==> config.mk <==
export PLATFORM = sky130hd
export DESIGN_NAME = stream_rewriter
export DESIGN_NICKNAME = d
export VERILOG_FILES = /design/src/rtl/stream_rewriter_pkg.sv /design/src/rtl/sr_instr_rewrite.sv /design/src/rtl/sr_xfer_ctrl.sv /design/src/rtl/sr_data_steer.sv /design/src/rtl/stream_rewriter.sv
export SDC_FILE = /design/constraint.sdc
export NUM_CORES = 1
export LEC_CHECK = 0
export BUFFER_PORTS_ARGS = -buffer_cell sky130_fd_sc_hd__buf_2
export CORE_AREA = 2 2 118 120
export CTS_BUF_LIST = sky130_fd_sc_hd__clkbuf_8
export CTS_CLUSTER_DIAMETER = 200
export CTS_CLUSTER_SIZE = 8
export DETAILED_ROUTE_END_ITERATION = 8
export DIE_AREA = 0 0 120 122
export PLACE_DENSITY_LB_ADDON = 0.08
export SYNTH_ARGS = -nofsm -noshare
export SYNTH_HDL_FRONTEND = slang
export SYNTH_HIERARCHICAL = 1
export SYNTH_SLANG_ARGS = --single-unit
==> constraint.sdc <==
create_clock -name clk -period 1.95 [get_ports clk]
set_input_delay 0.39 -clock clk [delete_from_list [all_inputs] [get_ports clk]]
set_output_delay 0.39 -clock clk [all_outputs]
set_load 0.01 [all_outputs]
==> src/rtl/stream_rewriter_pkg.sv <==
package stream_rewriter_pkg;
    localparam int IW = 32;
    localparam logic [5:0] OP_SEND = 6'h3B;
    localparam logic [5:0] OP_RECV = 6'h3A;
    localparam logic [5:0] OP_STW  = 6'h2B;
    localparam logic [5:0] OP_LDW  = 6'h23;

    typedef enum logic [1:0] {
        XS_IDLE   = 2'd0,
        XS_ISSUED = 2'd1,
        XS_HOLD   = 2'd2
    } xstate_e;
endpackage

==> src/rtl/sr_instr_rewrite.sv <==
module sr_instr_rewrite
    import stream_rewriter_pkg::*;
#(
    parameter int TID_W = 4
) (
    input  logic [IW-1:0]    instr_i,
    input  logic             valid_i,
    input  logic             bypass_i,
    input  logic             attached_i,
    output logic [IW-1:0]    instr_o,
    output logic             valid_o,
    output logic             hit_o,
    output logic             hit_rd_o,
    output logic [TID_W-1:0] hit_tid_o
);
    localparam int PAD_W = 16 - TID_W;

    logic [5:0] op;
    logic       is_send;
    logic       is_recv;

    always_comb begin
        op        = instr_i[31:26];
        is_send   = (op == OP_SEND);
        is_recv   = (op == OP_RECV);
        hit_tid_o = instr_i[TID_W-1:0];
        hit_rd_o  = is_recv;
        valid_o   = valid_i & attached_i;
        hit_o     = valid_o & ~bypass_i & (is_send | is_recv);
        instr_o   = instr_i;
        if (!bypass_i && (is_send || is_recv)) begin
            instr_o = {(is_send ? OP_STW : OP_LDW), instr_i[25:21], 5'd0,
                       {PAD_W{1'b0}}, instr_i[TID_W-1:0]};
        end
        if (!attached_i) begin
            instr_o = '0;
        end
    end
endmodule

==> src/rtl/sr_xfer_ctrl.sv <==
module sr_xfer_ctrl
    import stream_rewriter_pkg::*;
#(
    parameter int TID_W = 4,
    parameter int AW    = 16,
    parameter int DW    = 32
) (
    input  logic             clk,
    input  logic             rst_n,
    input  logic             hit_i,
    input  logic             hit_rd_i,
    input  logic [TID_W-1:0] hit_tid_i,
    input  logic [AW-1:0]    proc_addr_i,
    input  logic [DW-1:0]    proc_wdata_i,
    input  logic             proc_we_i,
    input  logic             proc_re_i,
    input  logic             msg_ready_i,
    output logic             attached_o,
    output logic             msg_wr_o,
    output logic             msg_rd_o,
    output logic [TID_W-1:0] msg_addr_o,
    output logic [DW-1:0]    msg_wdata_o
);
    typedef struct packed {
        xstate_e          st;
        logic             rd;
        logic [TID_W-1:0] tid;
        logic [DW-1:0]    wd;
    } ctl_t;

    ctl_t ctl_d, ctl_q;
    logic acc;

    always_comb begin
        ctl_d       = ctl_q;
        attached_o  = (ctl_q.st == XS_IDLE);
        msg_wr_o    = 1'b0;
        msg_rd_o    = 1'b0;
        msg_addr_o  = ctl_q.tid;
        msg_wdata_o = ctl_q.wd;
        acc         = 1'b0;
        case (ctl_q.st)
            XS_IDLE: begin
                if (hit_i) begin
                    ctl_d.st  = XS_ISSUED;
                    ctl_d.rd  = hit_rd_i;
                    ctl_d.tid = hit_tid_i;
                end
            end
            XS_ISSUED: begin
                acc         = ctl_q.rd ? proc_re_i : proc_we_i;
                msg_wr_o    = proc_we_i & ~ctl_q.rd;
                msg_rd_o    = proc_re_i & ctl_q.rd;
                msg_addr_o  = proc_addr_i[TID_W-1:0];
                msg_wdata_o = proc_wdata_i;
                if (acc) begin
                    ctl_d.wd  = proc_wdata_i;
                    ctl_d.tid = proc_addr_i[TID_W-1:0];
                    ctl_d.st  = msg_ready_i ? XS_IDLE : XS_HOLD;
                end
            end
            XS_HOLD: begin
                msg_wr_o = ~ctl_q.rd;
                msg_rd_o = ctl_q.rd;
                if (msg_ready_i) begin
                    ctl_d.st = XS_IDLE;
                end
            end
            default: ctl_d.st = XS_IDLE;
        endcase
    end

    always_ff @(posedge clk or negedge rst_n) begin
        if (!rst_n) begin
            ctl_q <= '{st: XS_IDLE, rd: 1'b0, tid: '0, wd: '0};
        end else begin
            ctl_q <= ctl_d;
        end
    end
endmodule

==> src/rtl/sr_data_steer.sv <==
module sr_data_steer #(
    parameter int AW = 16,
    parameter int DW = 32
) (
    input  logic          attached_i,
    input  logic [AW-1:0] proc_addr_i,
    input  logic [DW-1:0] proc_wdata_i,
    input  logic          proc_we_i,
    input  logic          proc_re_i,
    output logic [DW-1:0] proc_rdata_o,
    output logic [AW-1:0] dmem_addr_o,
    output logic [DW-1:0] dmem_wdata_o,
    output logic          dmem_we_o,
    output logic          dmem_re_o,
    input  logic [DW-1:0] dmem_rdata_i,
    input  logic [DW-1:0] msg_rdata_i
);
    always_comb begin
        dmem_addr_o  = proc_addr_i;
        dmem_wdata_o = proc_wdata_i;
        dmem_we_o    = proc_we_i & attached_i;
        dmem_re_o    = proc_re_i & attached_i;
        proc_rdata_o = attached_i ? dmem_rdata_i : msg_rdata_i;
    end
endmodule

==> src/rtl/stream_rewriter.sv <==
module stream_rewriter
    import stream_rewriter_pkg::*;
#(
    parameter int TID_W = 4,
    parameter int AW    = 16,
    parameter int DW    = 32
) (
    input  logic             clk,
    input  logic             rst_n,
    input  logic             bypass_i,
    input  logic             imem_valid_i,
    input  logic [31:0]      imem_rdata_i,
    output logic             proc_instr_valid_o,
    output logic [31:0]      proc_instr_o,
    input  logic [AW-1:0]    proc_addr_i,
    input  logic [DW-1:0]    proc_wdata_i,
    input  logic             proc_we_i,
    input  logic             proc_re_i,
    output logic [DW-1:0]    proc_rdata_o,
    output logic [AW-1:0]    dmem_addr_o,
    output logic [DW-1:0]    dmem_wdata_o,
    output logic             dmem_we_o,
    output logic             dmem_re_o,
    input  logic [DW-1:0]    dmem_rdata_i,
    output logic [TID_W-1:0] msg_addr_o,
    output logic [DW-1:0]    msg_wdata_o,
    output logic             msg_wr_o,
    output logic             msg_rd_o,
    input  logic             msg_ready_i,
    input  logic [DW-1:0]    msg_rdata_i,
    output logic             mem_attached_o
);
    logic             attached;
    logic             hit;
    logic             hit_rd;
    logic [TID_W-1:0] hit_tid;

    sr_instr_rewrite #(.TID_W(TID_W)) u_rewrite (
        .instr_i    (imem_rdata_i),
        .valid_i    (imem_valid_i),
        .bypass_i   (bypass_i),
        .attached_i (attached),
        .instr_o    (proc_instr_o),
        .valid_o    (proc_instr_valid_o),
        .hit_o      (hit),
        .hit_rd_o   (hit_rd),
        .hit_tid_o  (hit_tid)
    );

    sr_xfer_ctrl #(.TID_W(TID_W), .AW(AW), .DW(DW)) u_ctrl (
        .clk          (clk),
        .rst_n        (rst_n),
        .hit_i        (hit),
        .hit_rd_i     (hit_rd),
        .hit_tid_i    (hit_tid),
        .proc_addr_i  (proc_addr_i),
        .proc_wdata_i (proc_wdata_i),
        .proc_we_i    (proc_we_i),
        .proc_re_i    (proc_re_i),
        .msg_ready_i  (msg_ready_i),
        .attached_o   (attached),
        .msg_wr_o     (msg_wr_o),
        .msg_rd_o     (msg_rd_o),
        .msg_addr_o   (msg_addr_o),
        .msg_wdata_o  (msg_wdata_o)
    );

    sr_data_steer #(.AW(AW), .DW(DW)) u_steer (
        .attached_i   (attached),
        .proc_addr_i  (proc_addr_i),
        .proc_wdata_i (proc_wdata_i),
        .proc_we_i    (proc_we_i),
        .proc_re_i    (proc_re_i),
        .proc_rdata_o (proc_rdata_o),
        .dmem_addr_o  (dmem_addr_o),
        .dmem_wdata_o (dmem_wdata_o),
        .dmem_we_o    (dmem_we_o),
        .dmem_re_o    (dmem_re_o),
        .dmem_rdata_i (dmem_rdata_i),
        .msg_rdata_i  (msg_rdata_i)
    );

    assign mem_attached_o = attached;
endmodule

# Yosys cells after proc, flatten, opt, wreduce, memory -nomap -nowiden
# Index checks and enable logic that the tools add are counted.
# word_totals
ff_bits	39
in_bits	151
out_inout_bits	154
elab_cells	46
# classes
eq_ne	7
n_mux	16
n_bitwise	10
reduce_logical	9
# op_table
operator	n
32-bit two-way mux	4
36-bit two-way mux	1
6-bit equality test, second input constant	2
4-bit two-way mux	2
4-bit one-hot mux with 2 select lines	1
1-bit AND	7
7-bit two-way mux	1
2-bit two-way mux	3
2-bit one-hot mux with 3 select lines	1
3-bit AND reduction	2
2-bit != test, second input constant	2
1-bit one-hot mux with 2 select lines	2
2-bit AND reduction	2
2-bit by 1-bit equality test with 1-bit output, second input constant	1
2-bit equality test, second input constant	1
2-bit zero test	1
2-bit by 1-bit != test with 1-bit output, second input constant	1
1-bit inverter	2
2-bit nonzero test	1
1-bit logical AND	1
1-bit zero test	1
1-bit logical OR	1
1-bit two-way mux	1
1-bit bitwise OR	1

# Logic depth before layout (Yosys ltp)
# depth
ltp_word	6
depth_mapped	8
mapped_depth_nobuf	8

# By module
# Netlist, hierarchy kept.
# by_module_without_submodules
mod	n_inst	cells_each	area_each_um2	seq_area_each_um2
sr_xfer_ctrl	1	155	2069.5	975.9
sr_data_steer	1	86	904.6	0.0
sr_instr_rewrite	1	71	441.7	0.0

# Worst setup path before layout
# OpenSTA, ideal clock, no wires.
# synth_timing
path_kind	reg-to-reg
start	reg u_ctrl/ctl_q[38] (netlist name)
end	reg u_ctrl/ctl_q[38] (netlist name)
setup_time_ns	0.066
arrival_ns	1.952
required_ns	1.884
slack_ns	-0.067
stages_incl_launch_ff	9
path_buffers	0
period_less_slack_ns	2.017
path_cell_list	dfrtp_1 -> inv_1 -> ha_1 -> and2_1 -> and3_1 -> nor2b_1 -> or4_1 -> o21ai_0 -> a22o_1
# synth_via
elab_chain_cells	6
elab_cells_between_ends	11
classes_between	5 x eq/ne; 1 x mux; 3 x bitwise; 2 x reduce/logical
# synth_lines
element	line	source
from (decl)	sr_xfer_ctrl.sv:31	ctl_t ctl_d, ctl_q;
from (signal assigned)	sr_xfer_ctrl.sv:75	ctl_q <= '{st: XS_IDLE, rd: 1'b0, tid: '0, wd: '0};
from (signal assigned)	sr_xfer_ctrl.sv:77	ctl_q <= ctl_d;
2-bit zero test	sr_xfer_ctrl.sv:36	attached_o = (ctl_q.st == XS_IDLE);
via mem_attached_o	stream_rewriter.sv:31	output logic mem_attached_o
1-bit AND	sr_instr_rewrite.sv:28	valid_o = valid_i & attached_i;
via proc_instr_valid_o	stream_rewriter.sv:13	output logic proc_instr_valid_o,
1-bit AND (2 in series)	sr_instr_rewrite.sv:29	hit_o = valid_o & ~bypass_i & (is_send | is_recv);
via hit	stream_rewriter.sv:34	logic hit;
2-bit != test (no source line)	--	
3-bit AND reduction (no source line)	--	
# The timed path passes the listed nets, and every way through them passes these cells.
# A chain may end at the register's enable or synchronous reset.

# Final worst setup path
# layout_timing
start	reg u_ctrl/ctl_q[38] (netlist name)
end	out proc_rdata_o[21]
# layout_via
elab_chain_cells	2
# layout_lines
element	line	source
2-bit zero test	sr_xfer_ctrl.sv:36	
32-bit two-way mux	sr_data_steer.sv:23	proc_rdata_o = attached_i ? dmem_rdata_i : msg_rdata_i;
to (decl)	stream_rewriter.sv:19	output logic [DW-1:0] proc_rdata_o,
# Every way passes these cells.

==> flow_summary.ini <==
[cts]
clock_sinks = 39
cts_root_buf = clkbuf_8
clock_path_buffers = 2
htreeDepth = 2
clk_latency_ps = 300
cts_made_buffers = 5
cts_tree = yes
holdBufCountCts = 0
clk_pin_slew_ps = 80

[synth]
synth_common_cells = 72 x mux2_2, 53 x buf_4, 39 x dfrtp_1, 28 x mux2_4, 24 x nand2_1
ys_seq_elements = 39
syn_area_per_cell_um2 = 10.9
ys_seq_area_frac = 0.286
netlist_instances = 312
yosysMostFrequentCell = mux2_2
synth_top_area_share = 0.286
yosysTopAreaCell = dfrtp_1
syn-num-nets = 466
ys_types = 34
synth.cell_area_um2 = 3420
synthArstFlopShare = 1.00
synth_area_leaders = dfrtp_1 29%, mux2_2 24%, mux2_4 12%, buf_4 12%, and2_1 2.7%
synth_warnings = 6
synth_flop_cell = dfrtp_1
synth_edf_count = 0

[global_routing]
grt_pass1_vias = 3031
grt_overflow = 0
antenna_found_initial = 0
grt_max_degree = 40
track_usage = 0.146
grt_pass1_wl_mm = 16.9

[power]
irDropWorstVdd_v = 0.000753
power_uw = 8430
p_leak_uw = 0.00298
powerDensity_nw_per_um2 = 1510

[timing]
fin_ws_ps = -142
worst_pin_slew_ps = 535
whs_ps = 146
timing.final.crit_share = 1.07
slew_headroom = 0.643
period_minus_slack_ps = 2090
tns_ps = -9370
finalSetupViolations = 99
skew_ps = 12.6
hold_violations = 0
drv_slew = 0
fmax_ghz = 0.478
rsz0062_at_grt = true

[routing]
drt_iter0_markers = 97
vias_per_cell = 4.42
wl_per_cell_um = 16.8
drcViolationCount = 0
firstDrtPassIters = 4
drt_wl_total_mm = 12.4
antenna_left = 0
vias = 3271

[cells_and_area]
drive_gt1_frac = 0.789
n_antenna_cell = 0
finish.utilization = 0.414
largest_register_ffs = 39
regMostFlops = u_ctrl/ctl_q
area.growth.synth_to_final_pct = 63.5
reg_top3 = u_ctrl/ctl_q: 39 flops
fillers = 1368
final_nets = 713
final_cells = 740

[die]
core_um2 = 13500
die_w_um = 120
num_rows = 43
start_util = 0.253
dieArea_um2 = 14600
chipHeight_um = 122
io_pins = 305

[placed_design]
io_buffers = 280
dp_hpwl_mm = 9.11
dp_cells = 717
gp_congestion = 0.759

[setup_path]
endpoint_kind = output pin
arrival_ps = 1700
cp_max_fo = 7
rrSetupSlack_ps = -30
crit_required_ps = 1560
path_class = reg -> out
start_kind = register

[outcome]
status = finished with violations
violations = negative setup slack

[min_path]
hold_path.class = in -> async

[flow_run]
maxCapViolations = 0
where the power goes:
group          internal [uW]  switching, uW
clock                    285            303
sequential              1200            198
combinational           3900           2550
cell families after synthesis:
family / count (synthesis) / synth area share
muxes: 103 / 0.370
and+or+nand+nor: 57 / 0.0861
DFF: 39 / 0.286
buffers and inverters: 74 / 0.173
adders and majority gates: 3 / 0.0110
AOI/OAI and AO/OA: 36 / 0.0744
worst max-delay path: stages (launching register included):
cell	delay, ps
dfrtp_1	400
inv_2	120
ha_4	160
buf_6	130
clkbuf_16	160
mux2_4	300
buf_6	130
through the flow:
stage               worst slack [ps]  cell area [um^2]
floorplan                       34.1              3420
CTS                             -165              5010
global route                    -224              5590
global placement                87.0              4650
finish                          -142              5590
detailed placement              62.2              4650
cell type report:
type / count / area [um^2] / share of cell area
Sequential cell: 39 / 976 / 0.175
Clock inverter: 2 / 12.5 / 0.00224
Tap cell: 180 / 225 / 0.0403
Inverter: 3 / 11.3 / 0.00202
Multi-Input combinational cell: 199 / 2060 / 0.368
Timing Repair Buffer: 311 / 2220 / 0.398
Clock buffer: 6 / 82.6 / 0.0148
per-layer routing:
layer / share of wire / track usage / wire length, um
met1: 0.38 / 0.171 / 4710
met3: 0.083 / 0.0398 / 1030
met2: 0.52 / 0.254 / 6420
met4: 0.021 / 0.0537 / 255
met5: 0 / 0 / 0
layout by cell type, fill, tap and decap left out, types with 2 or more instances in the layout:
cell | synthesis | routed
buf_2 | 7 | 221
mux2_4 | 28 | 68
buf_6 | 6 | 62
dfrtp_1 | 39 | 39
mux2_2 | 72 | 32
nand2_1 | 24 | 21
buf_4 | 53 | 14
and2_1 | 15 | 14
a21oi_1 | 14 | 13
a21oi_2 | 10 | 11
clkbuf_8 | 0 | 6
clkbuf_16 | 0 | 6
buf_12 | 3 | 6
nor2_1 | 6 | 6
a32oi_1 | 4 | 4
inv_1 | 3 | 3
nand2_2 | 0 | 3
o21ai_0 | 2 | 2
nand2b_1 | 2 | 2
a31oi_1 | 2 | 2
mux2_1 | 2 | 2
ha_4 | 0 | 2
and3b_1 | 2 | 2
final timing paths:
check | startpoint | to | cells past startpoint
hold reg to reg | u_ctrl/ctl_q[17] | u_ctrl/ctl_q[17] | 1
setup reg to reg | u_ctrl/ctl_q[38] | u_ctrl/ctl_q[38] | 10
min in group clk | proc_wdata_i[17] | u_ctrl/ctl_q[17] | 2
max in group asynchronous | rst_n | u_ctrl/ctl_q[37] | 2
setup / recovery | u_ctrl/ctl_q[38] | proc_rdata_o[21] | 6
hold / removal | rst_n | u_ctrl/ctl_q[19] | 2
timing repair:
item	4_1_cts	5_1_grt
pin swaps	0	1
gates cloned	1	6
resized for setup	45	85
setup endpoints to repair	104	109
setup buffers	2	6
No activity file was read; power rests on OpenSTA's default activity.
